===== config.mk =====
export PLATFORM = sky130hd
export DESIGN_NAME = cfg_serial_port
export DESIGN_NICKNAME = d
export VERILOG_FILES = /design/src/rtl/cfg_serial_pkg.sv /design/src/rtl/cfg_pin_sync.sv /design/src/rtl/cfg_framer.sv /design/src/rtl/cfg_reg_bank.sv /design/src/rtl/cfg_serial_port.sv
export SDC_FILE = /design/constraint.sdc
export NUM_CORES = 1
export LEC_CHECK = 0
export BUFFER_PORTS_ARGS = -buffer_cell sky130_fd_sc_hd__buf_2
export CAP_MARGIN = 20
export CELL_PAD_IN_SITES_DETAIL_PLACEMENT = 0
export CELL_PAD_IN_SITES_GLOBAL_PLACEMENT = 1
export CORE_UTILIZATION = 49
export DETAILED_ROUTE_END_ITERATION = 10
export PLACE_DENSITY = 0.79
export SYNTH_ARGS = -nofsm -noshare
export SYNTH_HDL_FRONTEND = slang
export SYNTH_HIERARCHICAL = 1
export SYNTH_SLANG_ARGS = --single-unit

===== constraint.sdc =====
create_clock -name clk -period 10.2 [get_ports clk]
set_input_delay 2.04 -clock clk [delete_from_list [all_inputs] [get_ports clk]]
set_output_delay 2.04 -clock clk [all_outputs]
set_load 0.01 [all_outputs]

===== src/rtl/cfg_serial_pkg.sv =====
package cfg_serial_pkg;

    localparam int FRAME_W  = 24;
    localparam int ADDR_W   = 4;
    localparam int DATA_W   = FRAME_W - ADDR_W;
    localparam int SYNC_LEN = 2;
    localparam int MODE_LSB = 2;

    localparam logic [ADDR_W-1:0] ADR_PRIM = 4'd1;
    localparam logic [ADDR_W-1:0] ADR_AUX2 = 4'd2;
    localparam logic [ADDR_W-1:0] ADR_AUX3 = 4'd3;
    localparam logic [ADDR_W-1:0] ADR_CTL  = 4'd4;

    localparam logic [1:0] MODE_SYNTH_OFF = 2'd3;

    typedef enum logic [1:0] {
        FR_IDLE  = 2'd0,
        FR_SHIFT = 2'd1,
        FR_FULL  = 2'd2,
        FR_OVER  = 2'd3
    } frame_state_e;

    typedef enum logic [1:0] {
        BK_WAIT   = 2'd0,
        BK_STAGE  = 2'd1,
        BK_COMMIT = 2'd2
    } bank_state_e;

endpackage


===== src/rtl/cfg_pin_sync.sv =====
module cfg_pin_sync #(
    parameter int WIDTH  = 3,
    parameter int STAGES = 2
) (
    input  logic             clk,
    input  logic             rst_n,
    input  logic [WIDTH-1:0] pin_in,
    output logic [WIDTH-1:0] level,
    output logic [WIDTH-1:0] rise
);

    generate
        for (genvar g = 0; g < WIDTH; g++) begin : g_pin
            logic [STAGES-1:0] chain;
            logic              last;

            always_ff @(posedge clk or negedge rst_n) begin
                if (!rst_n) begin
                    chain <= '0;
                    last  <= 1'b0;
                end else begin
                    chain <= {chain[STAGES-2:0], pin_in[g]};
                    last  <= chain[STAGES-1];
                end
            end

            assign level[g] = chain[STAGES-1];
            assign rise[g]  = chain[STAGES-1] & ~last;
        end
    endgenerate

endmodule


===== src/rtl/cfg_framer.sv =====
module cfg_framer
    import cfg_serial_pkg::*;
#(
    parameter int FW = FRAME_W,
    parameter int AW = ADDR_W
) (
    input  logic           clk,
    input  logic           rst_n,
    input  logic           bit_rise,
    input  logic           bit_val,
    input  logic           strobe_rise,
    output logic           wr_stb,
    output logic [AW-1:0]  wr_addr,
    output logic [FW-AW-1:0] wr_data,
    output frame_state_e   state
);

    localparam int CNT_W = $clog2(FW + 1);
    localparam logic [CNT_W-1:0] LAST_CNT = CNT_W'(FW - 1);

    frame_state_e      state_nx;
    logic [CNT_W-1:0]  cnt;
    logic [FW-1:0]     shreg;

    // state register
    always_ff @(posedge clk or negedge rst_n) begin
        if (!rst_n) begin
            state <= FR_IDLE;
        end else begin
            state <= state_nx;
        end
    end

    // next-state: strobe closes any frame; each shift edge advances
    always_comb begin
        state_nx = state;
        if (strobe_rise) begin
            state_nx = FR_IDLE;
        end else if (bit_rise) begin
            unique case (state)
                FR_IDLE:  state_nx = (FW == 1) ? FR_FULL : FR_SHIFT;
                FR_SHIFT: state_nx = (cnt == LAST_CNT) ? FR_FULL : FR_SHIFT;
                FR_FULL:  state_nx = FR_OVER;
                FR_OVER:  state_nx = FR_OVER;
            endcase
        end
    end

    // bit counter and shift register
    always_ff @(posedge clk or negedge rst_n) begin
        if (!rst_n) begin
            cnt   <= '0;
            shreg <= '0;
        end else if (strobe_rise) begin
            cnt <= '0;
        end else if (bit_rise) begin
            shreg <= {shreg[FW-2:0], bit_val};
            if (state != FR_OVER) begin
                cnt <= cnt + 1'b1;
            end
        end
    end

    // outputs: a write leaves only from a complete frame
    always_ff @(posedge clk or negedge rst_n) begin
        if (!rst_n) begin
            wr_stb  <= 1'b0;
            wr_addr <= '0;
            wr_data <= '0;
        end else begin
            wr_stb <= strobe_rise && (state == FR_FULL);
            if (strobe_rise && (state == FR_FULL)) begin
                wr_addr <= shreg[AW-1:0];
                wr_data <= shreg[FW-1:AW];
            end
        end
    end

endmodule


===== src/rtl/cfg_reg_bank.sv =====
module cfg_reg_bank
    import cfg_serial_pkg::*;
#(
    parameter int DW = DATA_W,
    parameter int AW = ADDR_W,
    parameter int ML = MODE_LSB
) (
    input  logic          clk,
    input  logic          rst_n,
    input  logic          wr_stb,
    input  logic [AW-1:0] wr_addr,
    input  logic [DW-1:0] wr_data,
    input  logic          pwr_on,
    output logic [DW-1:0] prim_q,
    output logic [DW-1:0] aux2_q,
    output logic [DW-1:0] aux3_q,
    output logic [DW-1:0] ctl_q,
    output logic          cal_start
);

    bank_state_e   state, state_nx;
    logic [DW-1:0] hold2, hold3;
    logic          synth_up;

    assign synth_up = pwr_on && (ctl_q[ML+1:ML] != MODE_SYNTH_OFF);

    always_comb begin
        state_nx = BK_WAIT;
        if (wr_stb) begin
            unique case (wr_addr)
                ADR_PRIM:           state_nx = BK_COMMIT;
                ADR_AUX2, ADR_AUX3: state_nx = BK_STAGE;
                default:            state_nx = BK_WAIT;
            endcase
        end
    end

    always_ff @(posedge clk or negedge rst_n) begin
        if (!rst_n) begin
            state <= BK_WAIT;
        end else begin
            state <= state_nx;
        end
    end

    // register contents: left without reset, software writes all four
    always_ff @(posedge clk) begin
        if (wr_stb) begin
            unique case (wr_addr)
                ADR_PRIM: begin
                    prim_q <= wr_data;
                    aux2_q <= hold2;
                    aux3_q <= hold3;
                end
                ADR_AUX2: hold2 <= wr_data;
                ADR_AUX3: hold3 <= wr_data;
                ADR_CTL:  ctl_q <= wr_data;
                default:  ;
            endcase
        end
    end

    // start pulse
    always_ff @(posedge clk or negedge rst_n) begin
        if (!rst_n) begin
            cal_start <= 1'b0;
        end else begin
            cal_start <= (state_nx == BK_COMMIT) && synth_up;
        end
    end

endmodule


===== src/rtl/cfg_serial_port.sv =====
module cfg_serial_port
    import cfg_serial_pkg::*;
(
    input  logic              clk,
    input  logic              rst_n,
    input  logic              ser_clk,
    input  logic              ser_data,
    input  logic              ser_latch,
    input  logic              pwr_on,
    output logic [DATA_W-1:0] prim_q,
    output logic [DATA_W-1:0] aux2_q,
    output logic [DATA_W-1:0] aux3_q,
    output logic [DATA_W-1:0] ctl_q,
    output logic              cal_start
);

    localparam int PIN_CLK = 0;
    localparam int PIN_DAT = 1;
    localparam int PIN_LAT = 2;

    logic [2:0]        pin_lvl, pin_rise;
    logic              wr_stb;
    logic [ADDR_W-1:0] wr_addr;
    logic [DATA_W-1:0] wr_data;
    frame_state_e      fr_state;

    cfg_pin_sync #(
        .WIDTH  (3),
        .STAGES (SYNC_LEN)
    ) u_sync (
        .clk    (clk),
        .rst_n  (rst_n),
        .pin_in ({ser_latch, ser_data, ser_clk}),
        .level  (pin_lvl),
        .rise   (pin_rise)
    );

    cfg_framer #(
        .FW (FRAME_W),
        .AW (ADDR_W)
    ) u_framer (
        .clk         (clk),
        .rst_n       (rst_n),
        .bit_rise    (pin_rise[PIN_CLK]),
        .bit_val     (pin_lvl[PIN_DAT]),
        .strobe_rise (pin_rise[PIN_LAT]),
        .wr_stb      (wr_stb),
        .wr_addr     (wr_addr),
        .wr_data     (wr_data),
        .state       (fr_state)
    );

    cfg_reg_bank #(
        .DW (DATA_W),
        .AW (ADDR_W),
        .ML (MODE_LSB)
    ) u_bank (
        .clk       (clk),
        .rst_n     (rst_n),
        .wr_stb    (wr_stb),
        .wr_addr   (wr_addr),
        .wr_data   (wr_data),
        .pwr_on    (pwr_on),
        .prim_q    (prim_q),
        .aux2_q    (aux2_q),
        .aux3_q    (aux3_q),
        .ctl_q     (ctl_q),
        .cal_start (cal_start)
    );

endmodule


# After elaboration in Yosys (flattened, before gate mapping)
# Cells that the tools add are included.
[classes]
add_sub_neg = 1
n_eq_ne = 11
muxes = 9
bitwise = 5
n_reduce_logical = 14
[ops]
columns = ["op", "n"]
rows = [
  ["5-bit two-way mux", 3],
  ["2-bit AND reduction", 6],
  ["4-bit by 2-bit == test with 1-bit output (second input constant)", 2],
  ["2-bit two-way mux", 4],
  ["2-bit == test (second input constant)", 3],
  ["2-bit case mux with 3 select lines", 1],
  ["5-bit by 1-bit adder with 5-bit output (second input constant)", 1],
  ["5-bit == test (second input constant)", 1],
  ["4-bit by 1-bit == test with 1-bit output (second input constant)", 1],
  ["4-bit by 3-bit == test with 1-bit output (second input constant)", 1],
  ["2-bit != test (second input constant)", 2],
  ["2-bit case mux with 2 select lines", 1],
  ["2-bit nonzero test", 2],
  ["2-bit OR reduction", 2],
  ["1-bit logical AND", 3],
  ["1-bit inverter", 3],
  ["1-bit bitwise AND", 2],
  ["2-bit by 1-bit == test with 1-bit output (second input constant)", 1],
  ["2-bit logical NOT", 1],
]
[totals]
ff_bits = 185
in_bits = 6
output_inout_bits = 81
wordCells = 58

# Depth between registers and ports, before layout
[depth]
ltp_word = 6
depth_mapped = 5
ltp_nobuf = 4

# Hierarchy
# Netlist, hierarchy kept.
[by_module_without_submodules]
columns = ["module", "n_inst", "cells_per_inst", "area_per_inst_um2", "seq_area_each_um2"]
rows = [
  ["cfg_reg_bank", 1, 128, 3711.1, 3628.5],
  ["cfg_framer", 1, 138, 2282.2, 1401.3],
  ["cfg_pin_sync", 1, 15, 289.0, 225.2],
]

# Worst setup path after synthesis
# No wires, ideal clock.
[synth_timing]
kind = "reg2reg"
startpoint = "register u_framer.wr_addr[3]"
endpoint = "register u_bank.aux2_q[0] (enable)"
setup_ns = 0.647
t_arrival_ns = 6.694
t_required_ns = 9.553
setup_slack_ns = 2.859
stages_incl_launch_ff = 3
n_path_buf = 0
period_less_slack_ns = 7.341
cell_sequence = "dfrtp_1 -> nand2b_4 -> nor4b_1"
[synth_between]
elab_chain_cells = 2
[synth_rtl]
columns = ["item", "line_no", "source"]
rows = [
  ["start, declared", "cfg_framer.sv:13", "output logic [AW-1:0] wr_addr,"],
  ["start signal, assigned", "cfg_framer.sv:73", "wr_addr <= shreg[AW-1:0];"],
  ["4-bit by 1-bit == test with 1-bit output", "cfg_reg_bank.sv:49", "unique case (wr_addr)"],
  ["2-bit AND reduction (no source line)", "-", ""],
  ["end signal, assigned", "cfg_reg_bank.sv:52", "aux2_q <= hold2;"],
  ["end, declared", "cfg_reg_bank.sv:15", "output logic [DW-1:0] aux2_q,"],
]
# No other way between the ends.
# A chain may end at the register's enable or synchronous reset.

# Worst setup path after layout
[layout_timing]
startpoint = "register u_bank.ctl_q[3]"
endpoint = "output ctl_q[3]"
[layout_lines]
columns = ["item", "line_no", "source"]
rows = [
  ["start, declared", "cfg_reg_bank.sv:17", "output logic [DW-1:0] ctl_q,"],
  ["start signal, assigned", "cfg_reg_bank.sv:57", "ADR_CTL: ctl_q <= wr_data;"],
  ["end, declared", "cfg_serial_port.sv:13", "output logic [DATA_W-1:0] ctl_q,"],
]
# No word-level cell between the ends.

==> impl_results.md <==
* Top delay family on crit path: flip-flops
* Number of diodes at 0
* Largest net degree at the start of global routing at 66
* Final net count at roughly 390
* Total GRT Usage at around 14%
* RSZ-0062 raised after global routing: no
* CP Cell Sequence: buf_2
* Cell count after synthesis at 277
* Antenna violations before repair at 0
* Vias in the first global route at roughly 2,600
* Final min period at around 3 ns
* Period Utilization, post-route at around 30%
* DIE AREA at between 10,000 and 15,000 µm²
* Slew of the pin with the lowest slew margin at 0.791 ns
* CTS sink cnt at between 150 and 200
* Wire length per cell at 15.5 µm
* Buffer levels on the longest clock path at 2
* First-pass GRT wire length at around 14 mm
* Setup TNS Final at 0 ns
* Cts hold-fix bufs at 0
* Relative slew slack at 47.2%
* CP startpoint: u_bank/ctl_q[3]
* I/O Pins at 87
* Synth warn at 6
* Crit Path Max Fanout at 2
* Startpoint Class: flop
* DIE WIDTH at between 100 and 150 µm
* Proportion of layout cells with a drive suffix above 1 at between 40% and 50%
* Total Wirelength at 8.71 mm
* DRC at 0
* Area growth syn-to-layout at 19.6%
* Clk_lat worst skew at between 0.4 and 0.5 ns
* Final clock skew at 0.00612 ns
* Vias per cell at 4.76
* Max Cap Viol at 0
* Die height at approximately 110 µm
* WHS at 0.353 ns
* CP required at approximately 8.2 ns
* Final setup violating endpoints at 0
* Crit path DAT at 0.98 ns
* Buffers on Ports at 86
* Syn_area_per_cell at 22.5 µm²
* Hold path startpoint: u_sync/g_pin[1].chain[0]
* Num CTS Buffers at 17
* DP HPWL at 5.35 mm
* Starting DRC count in detailed routing at roughly 140
* Max-slew violation count at 0
* Post-Syn Area at ~6200 µm²
* Crit path capture type: primary output
* Reg clk slew, reported paths at 0.06 ns
* Rows at 40
* Via count at about 2,700
* Postcts setup bufs at 0
* Core box area at approximately 12,000 µm²
* Number of H-tree levels at 4
* Placed Instance Area at a little under 7000 µm²
* Gpl congestion at approximately 0.67
* Cell Pwr Density at 202 nW/µm²
* Status: finished, final reports clean
* Post-Syn Nets at 284
* Max Fclk at between 300 and 400 MHz
* Cts repair resizes at 0
* GRT overflow at 0
* Drt pass-1 iters at 6
* Detail Route Antenna Nets at 0
* CTS root buf: clkbuf_16
* Leak at 0.00314 µW
* Critical path class: reg2out
* Starting Density at roughly half
* CP max stage delay at ~0.41 ns
* CP bufs+invs at 1
* Slowest CP cell: edfxtp_1
* Maximum vdd ir drop at just under 0.08 mV
* CTS tree: yes
* HP Class: reg2reg
* Critical R2R Launch: u_framer/wr_addr[3]
* Final std cell area, no fill at approximately 7400 µm²
* Final Hold Viols at 0
==> where the power goes <==
group	internal (µW)	switching, µW	total, µW
clock	376	245	621
combinational	24.2	16.1	40.3
sequential	819	20.6	840
total	1220	282	1500
==> sequential cells by signal, summed over array words and instances (netlist names), 5 cells and up <==
name and cells:
u_bank/aux3_q 20, u_bank/hold3 20, u_bank/aux2_q 20, u_bank/hold2 20, u_framer/wr_data 20, u_bank/prim_q 20, u_framer/shreg 24, u_framer/cnt 5
u_bank/ctl_q 20, u_sync/g_pin.chain 6
==> worst paths after layout <==
check / endpoint / slack, ns / cells past startpoint
min in group asynchronous: u_sync/g_pin[0].chain[0] / 1.79 / 2
max in group asynchronous: u_framer/wr_data[16] / 7.89 / 2
max: ctl_q[3] / 7.18 / 1
min: u_sync/g_pin[1].chain[1] / 0.35 / 0
max reg2reg: u_bank/ctl_q[17] / 8.27 / 3
min reg2reg: u_sync/g_pin[1].chain[1] / 0.35 / 0
==> stage by stage <==
step           std cells  utilization (%)  setup slack (ns)  power (µW)
6_report             562             61.0              7.18        1500
3_5_place_dp         530             56.2              7.39         897
4_1_cts              562             61.0              7.16        1520
3_3_place_gp         530             56.2              7.41         892
2_1_floorplan        277                -              2.86         880
5_1_grt              562             61.0              7.14        1560
==> worst register-to-register path, stage by stage, from the launching register on <==
cell and delay [ns]:
dfrtp_1 0.38, nand2b_4 0.18, nor4b_4 0.66, buf_4 0.39
==> metal layers <==
metal,part of all wire [%],wire (µm),up-vias,track usage [%]
met5,0,0,-,0
met4,1.7,146,0,7.01
met3,5.0,436,12,4.69
met2,49,4280,71,22.9
met1,44,3840,1331,17.8
li1,-,-,1259,-
==> placed cells by master (no fill, tap or decap), types with 2 or more instances in the layout <==
cell,count
edfxtp_1,120
buf_2,86
dfrtp_1,65
mux2_2,26
mux2_4,21
clkbuf_16,19
nor2_1,7
buf_4,6
clkinv_2,4
clkbuf_1,4
mux2_1,3
nand4_1,3
clkbuf_8,2
nor4b_2,2
inv_1,2
nor2b_1,2
nor2b_4,2
==> layout make-up <==
type	count	area, µm²
Sequential cell	185	5230
Fill cell	862	4760
Multi-Input combinational cell	83	943
Clock buffer	25	518
Timing Repair Buffer	92	475
Tap cell	168	210
Clock inverter	7	62.6
Inverter	2	7.51
(Power assumes the default switching activity.)
